$ cat src/rtl/traffic_lane_engine.sv
module traffic_lane_engine #(
  parameter int NCELL = 64,
  parameter int AW    = $clog2(NCELL)
) (
  input  logic          clk,
  input  logic          rst_n,
  input  logic          start,
  input  logic          seed_load,
  input  logic [15:0]   seed,
  input  logic [7:0]    slow_thresh,
  output logic          rd_en,
  output logic [AW-1:0] rd_addr,
  input  logic [7:0]    rd_data,
  output logic          wr_en,
  output logic [AW-1:0] wr_addr,
  output logic [7:0]    wr_data,
  output logic          done
);
  localparam int LOOK = 5;
  localparam int CW   = $clog2(NCELL + LOOK + 2) + 1;
  localparam logic [CW-1:0] T_FIRST = CW'(LOOK + 2);
  localparam logic [CW-1:0] T_LAST  = CW'(NCELL + LOOK + 1);

  logic          busy;
  logic [CW-1:0] t;
  logic [7:0]    win [0:LOOK];
  logic [6:0]    park [0:LOOK-1];   // {valid, disp[2:0], speed[2:0]}
  logic [15:0]   lfsr;

  logic       proc, in_ok, occ, pass, slow, upd;
  logic [2:0] spd, gap, vacc, vlim, vnew, land_spd;
  logic [6:0] entry0;
  logic [LOOK:0] hits;
  logic [7:0] incoming;

  assign rd_en    = busy && (t < CW'(NCELL));
  assign rd_addr  = t[AW-1:0];
  assign in_ok    = busy && (t != '0) && (t <= CW'(NCELL));
  assign incoming = in_ok ? rd_data : 8'h00;
  assign proc     = busy && (t >= T_FIRST);

  assign occ  = win[0][0];
  assign spd  = win[0][3:1];
  assign pass = (win[0][5:4] == 2'b01);

  always_comb begin
    gap = 3'(LOOK);
    for (int i = LOOK; i >= 1; i--)
      if (win[i][0]) gap = 3'(i - 1);
  end

  assign vacc   = (spd >= 3'd5) ? 3'd5 : spd + 3'd1;
  assign vlim   = (vacc > gap) ? gap : vacc;
  assign slow   = (lfsr[7:0] < slow_thresh);
  assign vnew   = (slow && vlim != 3'd0) ? vlim - 3'd1 : vlim;
  assign upd    = proc && occ && !pass;
  assign entry0 = !occ ? 7'd0 : pass ? {1'b1, 3'd0, spd} : {1'b1, vnew, vnew};

  always_comb begin
    hits[0]  = entry0[6] && (entry0[5:3] == 3'd0);
    land_spd = hits[0] ? entry0[2:0] : 3'd0;
    for (int d = 1; d <= LOOK; d++) begin
      hits[d] = park[d-1][6] && (park[d-1][5:3] == 3'(d));
      if (hits[d]) land_spd = land_spd | park[d-1][2:0];
    end
  end

  always_ff @(posedge clk or negedge rst_n) begin
    if (!rst_n) begin
      busy <= 1'b0;
      t    <= '0;
      for (int i = 0; i <= LOOK; i++) win[i] <= 8'h00;
      for (int i = 0; i < LOOK; i++)  park[i] <= 7'd0;
      wr_en   <= 1'b0;
      wr_addr <= '0;
      wr_data <= 8'h00;
      done    <= 1'b0;
    end else begin
      done  <= wr_en && (wr_addr == AW'(NCELL - 1));
      wr_en <= proc;
      if (proc) begin
        wr_addr <= AW'(t - T_FIRST);
        wr_data <= {win[0][7:4], land_spd, |hits};
        park[0] <= entry0;
        for (int i = 1; i < LOOK; i++) park[i] <= park[i-1];
      end
      if (!busy) begin
        if (start) begin
          busy <= 1'b1;
          t    <= '0;
          for (int i = 0; i <= LOOK; i++) win[i] <= 8'h00;
          for (int i = 0; i < LOOK; i++)  park[i] <= 7'd0;
        end
      end else begin
        t <= t + 1'b1;
        if (t != '0) begin
          win[LOOK] <= incoming;
          for (int i = 0; i < LOOK; i++) win[i] <= win[i+1];
        end
        if (t == T_LAST) busy <= 1'b0;
      end
    end
  end

  always_ff @(posedge clk or negedge rst_n) begin
    if (!rst_n)          lfsr <= 16'h0001;
    else if (seed_load)  lfsr <= (seed == 16'h0000) ? 16'h0001 : seed;
    else if (upd)        lfsr <= (lfsr >> 1) ^ (lfsr[0] ? 16'hB400 : 16'h0000);
  end

  AST_SPEED_CAP: assert property (@(posedge clk) disable iff (!rst_n)
    wr_en && wr_data[0] |-> wr_data[3:1] <= 3'd5);
  AST_ONE_LANDING: assert property (@(posedge clk) disable iff (!rst_n)
    proc |-> $onehot0(hits));
  AST_WR_STEP: assert property (@(posedge clk) disable iff (!rst_n)
    wr_en && $past(wr_en) |-> wr_addr == AW'($past(wr_addr) + 1'b1));
  AST_DONE_AFTER_LAST: assert property (@(posedge clk) disable iff (!rst_n)
    done |-> $past(wr_en) && $past(wr_addr) == AW'(NCELL - 1));
  AST_DONE_PULSE: assert property (@(posedge clk) disable iff (!rst_n)
    done |=> !done);
endmodule

$ cat config.mk
export PLATFORM = sky130hd
export DESIGN_NAME = traffic_lane_engine
export DESIGN_NICKNAME = d
export VERILOG_FILES = /design/src/rtl/traffic_lane_engine.sv
export SDC_FILE = /design/constraint.sdc
export NUM_CORES = 1
export LEC_CHECK = 0
export CAP_MARGIN = 10
export CORE_MARGIN = 1
export CORE_UTILIZATION = 50
export DETAILED_ROUTE_END_ITERATION = 8
export MAX_ROUTING_LAYER = met4
export PLACE_DENSITY_LB_ADDON = 0.15
export SKIP_LAST_GASP = 1
export SLEW_MARGIN = 25
export SYNTH_ARGS = -nofsm -noshare
export SYNTH_HDL_FRONTEND = slang
export SYNTH_SLANG_ARGS = --single-unit
$ cat constraint.sdc
create_clock -name clk -period 9.6 [get_ports clk]
set_input_delay 0.96 -clock clk [delete_from_list [all_inputs] [get_ports clk]]
set_output_delay 0.96 -clock clk [all_outputs]
set_load 0.02 [all_outputs]
==> results of run 1 <==
[layout make-up]
class	instances	area, µm²
Multi-Input combinational cell	466	2480
Inverter	20	75.1
Clock buffer	21	470
Fill cell	994	4350
Clock inverter	8	118
Tap cell	143	179
Timing Repair Buffer	65	643
Sequential cell	124	3100
[how the worst min path moves through the flow]
stage | start | end | slack [ns]
6_report | win[26] | win[34] | 0.47
5_1_grt | win[15] | win[23] | 0.48
4_1_cts | win[12] | win[20] | 0.46
3_5_place_dp | win[28] | win[36] | 0.45
3_3_place_gp | win[12] | win[20] | 0.45
2_1_floorplan | win[33] | spd[0] | 0.44
[critical path, cell delays in order (launching register included)]
cell      delay (ns)
dfrtp_1         0.41
inv_1           0.09
ha_1            0.20
nor4bb_1        0.32
nor2_1          0.12
ha_1            0.34
a21oi_1         0.22
a21oi_1         0.15
o21ai_0         0.19
nand2_1         0.13
ha_1            0.21
ha_1            0.19
a211oi_1        0.17
o21ai_0         0.20
a21o_1          0.25
a211oi_1        0.38
nand2_1         0.10
a21oi_1         0.14
[power by group through the flow]
stage | combinational [mW] | sequential, mW | clock, mW
after floorplan | 0.567 | 0.866 | 0
after detailed placement | 0.781 | 0.890 | 0
after CTS | 0.788 | 0.883 | 0.646
final | 0.780 | 0.883 | 0.635
after global routing | 0.888 | 0.914 | 0.672
after global placement | 0.739 | 0.880 | 0
[metal layers]
metal | up-vias | wire length (µm) | track usage
li1 | 2289 | - | -
met1 | 2259 | 5560 | 0.284
met2 | 88 | 5980 | 0.383
met3 | 18 | 482 | 0.0488
met4 | 0 | 195 | 0.0818
met5 | - | 0 | -
[synth_stat cells, drive strengths merged (2+ instances only)]
cell | count | area, µm²
nor2 | 29 | 109
nand3b | 2 | 15.0
nor3 | 9 | 50.1
o21ai | 37 | 185
or2 | 2 | 12.5
nand4 | 4 | 25.0
a21oi | 50 | 250
ha | 17 | 213
o31ai | 3 | 22.5
a211oi | 7 | 52.6
nor2b | 5 | 31.3
and3 | 6 | 37.5
a221oi | 2 | 17.5
buf | 25 | 154
inv | 19 | 71.3
nand2 | 188 | 713
dfrtp | 123 | 3080
a22o | 10 | 87.6
nand2b | 3 | 18.8
o21a | 7 | 52.6
clkbuf | 19 | 71.3
a31oi | 5 | 31.3
nor4 | 5 | 31.3
mux2i | 8 | 80.1
nand3 | 43 | 215
and4b | 2 | 20.0
xnor2 | 7 | 61.3
nor4bb | 4 | 40.0
a22oi | 3 | 22.5
[stage by stage]
step | instance area, µm² | cells | hold slack, ns | power [mW]
final | 7070 | 847 | 0.465 | 2.30
after global routing | 7070 | 847 | 0.483 | 2.47
after CTS | 7050 | 846 | 0.465 | 2.32
after detailed placement | 6460 | 817 | 0.453 | 1.67
after global placement | 6460 | 817 | 0.446 | 1.62
after floorplan | 5860 | 654 | 0.438 | 1.43
[logic make-up after synthesis]
| kind of cell | count (synthesis) | synth area share |
|---|---|---|
| buffers and inverters | 64 | 0.0512 |
| muxes | 8 | 0.0137 |
| DFF | 124 | 0.529 |
| xor gates and xnor gates | 8 | 0.0119 |
| adders and majority gates | 17 | 0.0363 |
| AOI/OAI and AO/OA | 130 | 0.132 |
| and+or+nand+nor | 303 | 0.226 |
[flip-flops by register name, summed over array words and instances, names as in the netlist]
name and flops:
win 44, park 35, lfsr 16, t 8, wr_data 8, wr_addr 6
spd 3, busy 1, done 1, occ 1, wr_en 1
==> key figures, run 1 <==
Synth
  – Sequential fraction of the synthesis area: 0.529
  – Synthesized cell area: 0.00586 mm²
  – Post-synth cell types: 46
  – Syn avg cell area: 8.97 µm²
  – Register bit total from synthesis: 124
  – Post-Synthesis Cells: 654
  – Fraction of synthesis flops using an asynchronous set or reset pin: 1.00
  – Primary FF master, synth: dfrtp_1
  – Post-synth EDFFs: 0
  – Syn nets: 707
  – Synth warnings: 0

Clock tree
  – Clock slew at reported path FFs: 0.05 ns
  – CTS buffer count: 17
  – Root Buffer: clkbuf_16
  – CTS sink count: 124
  – CTS tree: done
  – CTS resizes: 0
  – Setup Fix Bufs, Post-CTS: 0
  – H-tree depth: 4
  – Max Root-Sink Buffers: 2
  – Hold_buf cts: 0
  – Worst skew pair latency: 0.41 ns

Die
  – Core Area: 0.0114 mm²
  – Die area: 0.0122 mm²
  – Core Rows: 39
  – Die H: 110 µm
  – Chip width: 110 µm
  – Initial core utilization: 0.514
  – I/O pin total: 59

Layout
  – Commonest non-fill, non-tap cells in the layout: nand2_1, dfrtp_1, clkdlybuf4s50_1, a21oi_1, nand3_1
  – Most common cell after layout, fill and taps aside: nand2_1
  – Layout cell share with drive strength beyond 1: 0.0625
  – Inserted Diodes: 0
  – Synthesis-to-finish area growth: 20.5%
  – Final net count: 747
  – Post-layout util: 0.619

Setup path
  – CP Launch Point: spd[1]
  – CP startpoint kind: flop
  – CP Max Fanout: 5
  – Reg-to-reg critical path endpoint: park[32]
  – CP Capture Type: flop
  – CP endpoint: park[32]
  – Worst R2R Path Depth: 17
  – R2r startpoint: spd[1]
  – Critical path class: reg -> reg
  – CP arrival: 4.23 ns
  – R2R setup slack: 5.70 ns
  – Data required, critical path: 9.93 ns

STA
  – Final WS setup: 5.70 ns
  – Final setup violation count: 0
  – Final worst-path cycle share: 0.406
  – Worst slew pin tran: 0.924 ns
  – Setup Skew: 0.00653 ns
  – Slew Viols, Final: 0
  – Slew headroom: 0.376
  – Final min period: 3.90 ns
  – Final Hold Fails: 0
  – Setup TNS: 0 ns
  – Unrepaired setup endpoints after global routing: no
  – Fmax achieved: 0.257 GHz

Route
  – Detailed Routing Iterations Pass 1: 4
  – Drc violations: 0
  – 1st-iter DRT viols: 211
  – Antenna Nets Post-Route: 0
  – Via count: 4,654
  – WL/cell: 14.4 µm
  – Post-Route WL: 12,200 µm
  – Routed vias/inst: 5.49

Min path
  – Number of cells on the worst hold path: 2
  – Worst min path class: reg -> reg

Place
  – IO Port Bufs: 58
  – Gpl congestion: 0.833
  – Detailed Place HPWL: 7990 µm
  – Setup slack at placement: 5.80 ns

Power
  – Internal: 1.48 mW
  – Combinational share of power: 0.340
  – P_leak: 3.36 nW
  – Net Sw Power: 821 µW
  – Pwr Density: 325 mW/mm²
  – Clock power frac: 0.276
  – Sw frac: 0.357
  – Reg power frac: 0.384
  – Max VDD drop: 188 µV

GRT
  – Global Route Usage Sum: 0.232
  – Grt total ovfl: 0
  – Vias in the first global route: 4,489
  – First-pass GRT wire length: 21,000 µm
  – Largest net degree at the start of global routing: 74
  – Initial antenna violation count: 0

Status
  – Status: complete, no violations

Run
  – Max-Cap Viols: 0
Note: power is estimated with default switching activity, not from simulation.
==> inputs of run 2 (changes only) <==
==> constraint.sdc (replaced) <==
create_clock -name clk -period 3.5 [get_ports clk]
set_input_delay 0.35 -clock clk [delete_from_list [all_inputs] [get_ports clk]]
set_output_delay 0.35 -clock clk [all_outputs]
set_load 0.02 [all_outputs]
==> key figures, run 2 (synthesis results as in run 1) <==
Status
  – Status: finished, violations left
  – Failing checks: hold timing

Clock tree
  – Worst skew pair latency: 0.42 ns
  – Hold_buf cts: 0
  – CTS sink count: 124
  – Root Buffer: clkbuf_16
  – Clock slew at reported path FFs: 0.05 ns
  – Max Root-Sink Buffers: 2
  – CTS buffer count: 17
  – CTS tree: done
  – H-tree depth: 4

Die
  – Chip width: 110 µm
  – Die area: 0.0122 mm²
  – I/O pin total: 59
  – Core Rows: 39
  – Core Area: 0.0114 mm²
  – Initial core utilization: 0.514
  – Die H: 110 µm

GRT
  – First-pass GRT wire length: 20,900 µm
  – Vias in the first global route: 4,402
  – Largest net degree at the start of global routing: 69
  – Grt total ovfl: 0
  – Global Route Usage Sum: 0.236
  – Initial antenna violation count: 0

Setup path
  – CP startpoint kind: flop
  – CP Capture Type: flop
  – Data required, critical path: 3.83 ns
  – R2r startpoint: spd[0]
  – CP dominant cell by count: ha_4
  – CP Max Fanout: 4
  – CP Launch Point: spd[0]
  – CP arrival: 3.74 ns
  – Slowest cell on crit path: dfrtp_1
  – WP buf/inv: 0
  – Critical path class: reg -> reg
  – Crit-path cells: ha_4 > nor4bb_4 > nor2_2 > ha_4 > nand3b_1 > a21oi_4 > or2_4 > nand2_4 > ha_4 > ha_2 > a211oi_2 > o21ai_2 > a211oi_2 > and3_1 > a311oi_1 > o31ai_1
  – Critical path's largest stage delay: 0.43 ns
  – Delay-heaviest family, CP: compound AO/OA/AOI/OAI gates

STA
  – WHS: -0.0132 ns
  – Setup Skew: 0.00774 ns
  – Final Hold Fails: 4
  – Final WS setup: 0.0917 ns
  – Final setup violation count: 0
  – Final worst-path cycle share: 0.974
  – Slew Viols, Final: 0
  – Final min period: 3.41 ns
  – Fmax achieved: 0.293 GHz
  – Slew headroom: 0.378
  – Worst slew pin tran: 0.920 ns

Route
  – Via count: 4,709
  – WL/cell: 15.1 µm
  – 1st-iter DRT viols: 232
  – Routed vias/inst: 5.49
  – Detailed Routing Iterations Pass 1: 5
  – Drc violations: 0
  – Antenna Nets Post-Route: 0
  – Post-Route WL: 12,900 µm

Layout
  – Synthesis-to-finish area growth: 24.5%
  – Post-layout util: 0.639
  – Largest regs: win x44, park x35, lfsr x16
  – Final net count: 756
  – Layout cell share with drive strength beyond 1: 0.102
  – Top reg by flops: win
  – Commonest non-fill, non-tap cells in the layout: nand2_1, dfrtp_1, clkdlybuf4s50_1, a21oi_1, nand3_1
  – Max reg flops: 44
  – Inserted Diodes: 0
  – Most common cell after layout, fill and taps aside: nand2_1

Place
  – Gpl congestion: 0.798
  – Setup slack at placement: -0.162 ns
  – Detailed Place HPWL: 8280 µm
  – IO Port Bufs: 58

Run
  – Max-Cap Viols: 0

Power
  – Pwr Density: 947 mW/mm²
  – P_leak: 3.42 nW
  – Max VDD drop: 555 µV

Min path
  – Worst min path class: in -> async
==> run 2: area by class of cell <==
class | count | area (µm²)
repair buffers | 74 | 711
clock inverters | 7 | 138
clock buffers | 24 | 472
fillers | 974 | 4120
flip-flops and latches | 124 | 3100
well taps | 143 | 179
multi-input cells | 466 | 2620
inverters | 20 | 75.1
==> run 2: final timing paths <==
path                               to  slack, ns  depth (start not counted)
max                        wr_data[0]       0.09                         16
min                          lfsr[10]      -0.01                          1
max reg2reg                wr_data[0]       0.09                         16
min reg2reg                   win[21]       0.47                          2
max in group asynchronous     win[31]       2.70                          2
min in group clk              win[21]       0.47                          2
==> run 2: per-stage QoR <==
step / hold WS, ns / total power [mW] / setup TNS [ns] / cell area [µm²] / cells
detailed placement: 0.454 / 4.64 / -0.880 / 6520 / 823
CTS: 0.0104 / 6.53 / -0.0368 / 7140 / 854
finish: -0.0132 / 6.91 / 0 / 7300 / 858
global route: 0.0449 / 7.37 / -0.266 / 7300 / 858
global placement: 0.447 / 4.50 / 0 / 6520 / 823
floorplan: 0.0544 / 3.93 / 0 / 5860 / 654
==> run 2: report_power, final <==
| group | internal [mW] | switching [mW] | leakage, nW |
|---|---|---|---|
| registers | 1.97 | 0.461 | 1.62 |
| clock network | 1.22 | 0.603 | 0.294 |
| logic | 1.20 | 1.45 | 1.50 |
| total | 4.40 | 2.52 | 3.42 |
==> run 2: per-layer routing <==
| layer | track usage | vias to the layer above | share of wire |
|---|---|---|---|
| li1 | - | 2314 | - |
| met1 | 0.285 | 2282 | 0.45 |
| met2 | 0.377 | 104 | 0.50 |
| met3 | 0.0764 | 9 | 0.045 |
| met4 | 0.0714 | 0 | 0.0085 |
| met5 | - | - | 0 |
==> run 2: timing repair <==
item | 4_1_cts | 5_1_grt
setup buffers | 0 | 4
setup endpoints to repair | 7 | 7
pin swaps | 4 | 11
endpoints found under the hold margin | 0 | 0
resized for setup | 5 | 28
==> inputs of run 3 (changes only) <==
--- a/config.mk
+++ b/config.mk
@@ -11,6 +11,8 @@
 export DETAILED_ROUTE_END_ITERATION = 8
 export MAX_ROUTING_LAYER = met4
 export PLACE_DENSITY_LB_ADDON = 0.15
+export RECOVER_POWER = 100
+export SKIP_CTS_REPAIR_TIMING = 1
 export SKIP_LAST_GASP = 1
 export SLEW_MARGIN = 25
 export SYNTH_ARGS = -nofsm -noshare
==> key figures, run 3 (synthesis results as in run 1) <==
Clock tree
  – CTS tree: done
  – CTS buffer count: 17
  – Max Root-Sink Buffers: 2
  – Worst skew pair latency: 0.42 ns
  – H-tree depth: 4
  – Clock slew at reported path FFs: 0.05 ns
  – CTS sink count: 124
  – Root Buffer: clkbuf_16

STA
  – Final worst-path cycle share: 0.958
  – Final setup violation count: 0
  – WHS: 0.463 ns
  – Slew Viols, Final: 57
  – Worst slew pin tran: 3.19 ns
  – Slew headroom: -1.13
  – Unrepaired setup endpoints after global routing: yes
  – Fmax achieved: 0.298 GHz
  – Setup TNS: 0 ns
  – Final Hold Fails: 0
  – Setup Skew: 0.00714 ns
  – Final min period: 3.35 ns

Die
  – Initial core utilization: 0.514
  – Die area: 0.0122 mm²
  – I/O pin total: 59
  – Core Rows: 39
  – Chip width: 110 µm
  – Core Area: 0.0114 mm²
  – Die H: 110 µm

Layout
  – Layout filler cell count: 984
  – Non-Filler Instances: 857
  – Synthesis-to-finish area growth: 23.6%
  – Final net count: 755
  – Top reg by flops: win
  – Post-layout util: 0.635
  – Layout cell share with drive strength beyond 1: 0.0938
  – Inserted Diodes: 0
  – Final instance area: 0.00725 mm²
  – Largest regs: win x44, park x35, lfsr x16
  – Most common cell after layout, fill and taps aside: nand2_1
  – Max reg flops: 44
  – Commonest non-fill, non-tap cells in the layout: nand2_1, dfrtp_1, a21oi_1, nand3_1, clkdlybuf4s50_1

Run
  – Max-Cap Viols: 1

Route
  – Antenna Nets Post-Route: 0
  – Via count: 4,705
  – Post-Route WL: 12,800 µm
  – WL/cell: 15.0 µm
  – Detailed Routing Iterations Pass 1: 5
  – Drc violations: 0
  – Routed vias/inst: 5.49
  – 1st-iter DRT viols: 264

Place
  – Detailed Place HPWL: 8280 µm
  – IO Port Bufs: 58
  – Placed insts: 823
  – Dpl cell area: 0.00652 mm²
  – Gpl congestion: 0.798

GRT
  – Vias in the first global route: 4,393
  – First-pass GRT wire length: 20,800 µm
  – Grt total ovfl: 0
  – Initial antenna violation count: 0
  – Global Route Usage Sum: 0.235
  – Largest net degree at the start of global routing: 69

Setup path
  – CP startpoint kind: flop
  – R2R setup slack: 0.15 ns
  – Data required, critical path: 3.85 ns
  – CP Capture Type: flop
  – CP endpoint: park[32]
  – R2r startpoint: spd[0]
  – CP arrival: 3.70 ns
  – Critical path class: reg -> reg
  – Reg-to-reg critical path endpoint: park[32]
  – Worst R2R Path Depth: 17
  – CP Max Fanout: 5
  – CP Launch Point: spd[0]

Power
  – P_leak: 3.44 nW
  – Pwr Density: 926 mW/mm²
  – Max VDD drop: 555 µV

Min path
  – Worst min path class: reg -> reg

Status
  – Failing checks: capacitance limit, slew limit
  – Status: finished, violations left
run 3: cell types whose count changed in the layout (fill, tap and decap cells not counted), moves of 2 or more:
| cell | before | now |
|---|---|---|
| clkdlybuf4s50_1 | 57 | 41 |
| buf_4 | 16 | 13 |
| dlygate4sd3_1 | 0 | 16 |
| a21oi_4 | 2 | 0 |
run 3: how the worst min path moves through the flow:
stage / startpoint / cells after the start / endpoint
CTS: rst_n / 1 / lfsr[11]
global placement: win[27] / 2 / win[35]
finish: win[27] / 2 / win[35]
detailed placement: win[27] / 2 / win[35]
global route: win[27] / 2 / win[35]
floorplan: rst_n / 0 / busy
run 3: area by class of cell:
class / instances / area (µm²) / area share
inverters: 20 / 75.1 / 0.0104
flip-flops and latches: 124 / 3110 / 0.428
clock inverters: 7 / 138 / 0.0190
repair buffers: 73 / 703 / 0.0970
multi-input cells: 466 / 2580 / 0.355
well taps: 143 / 179 / 0.0247
clock buffers: 24 / 472 / 0.0651
run 3: metrics by stage:
stage	setup slack [ns]	power (mW)
2_1_floorplan	0.201	3.93
3_3_place_gp	0.0746	4.50
3_5_place_dp	-0.162	4.64
4_1_cts	-0.168	6.50
5_1_grt	-0.0576	7.16
6_report	0.148	6.71
run 3: critical path, stage by stage, from the launching register on:
cell and delay, ns:
dfrtp_2 0.44, ha_4 0.18, nor4bb_4 0.28, nor2_2 0.09, ha_4 0.29, nand3b_1 0.11, a21oi_2 0.21, or2_4 0.15
nand2_1 0.06, ha_2 0.17, ha_1 0.20, a211oi_2 0.17, o21ai_2 0.12, a21o_1 0.22, a211oi_2 0.22, buf_4 0.14
nand2_1 0.05, a21oi_1 0.16
run 3: layer usage:
metal	vias to the layer above	track usage	share of wire
li1	2308	-	-
met1	2300	0.285	0.45
met2	90	0.373	0.50
met3	7	0.0764	0.042
met4	0	0.0714	0.0072
met5	-	-	0
run 3: where the power goes:
group,internal (mW),switching (mW),total [mW]
sequential,1.98,0.460,2.43
combinational,1.08,1.37,2.45
clock,1.22,0.602,1.82
total,4.28,2.43,6.71
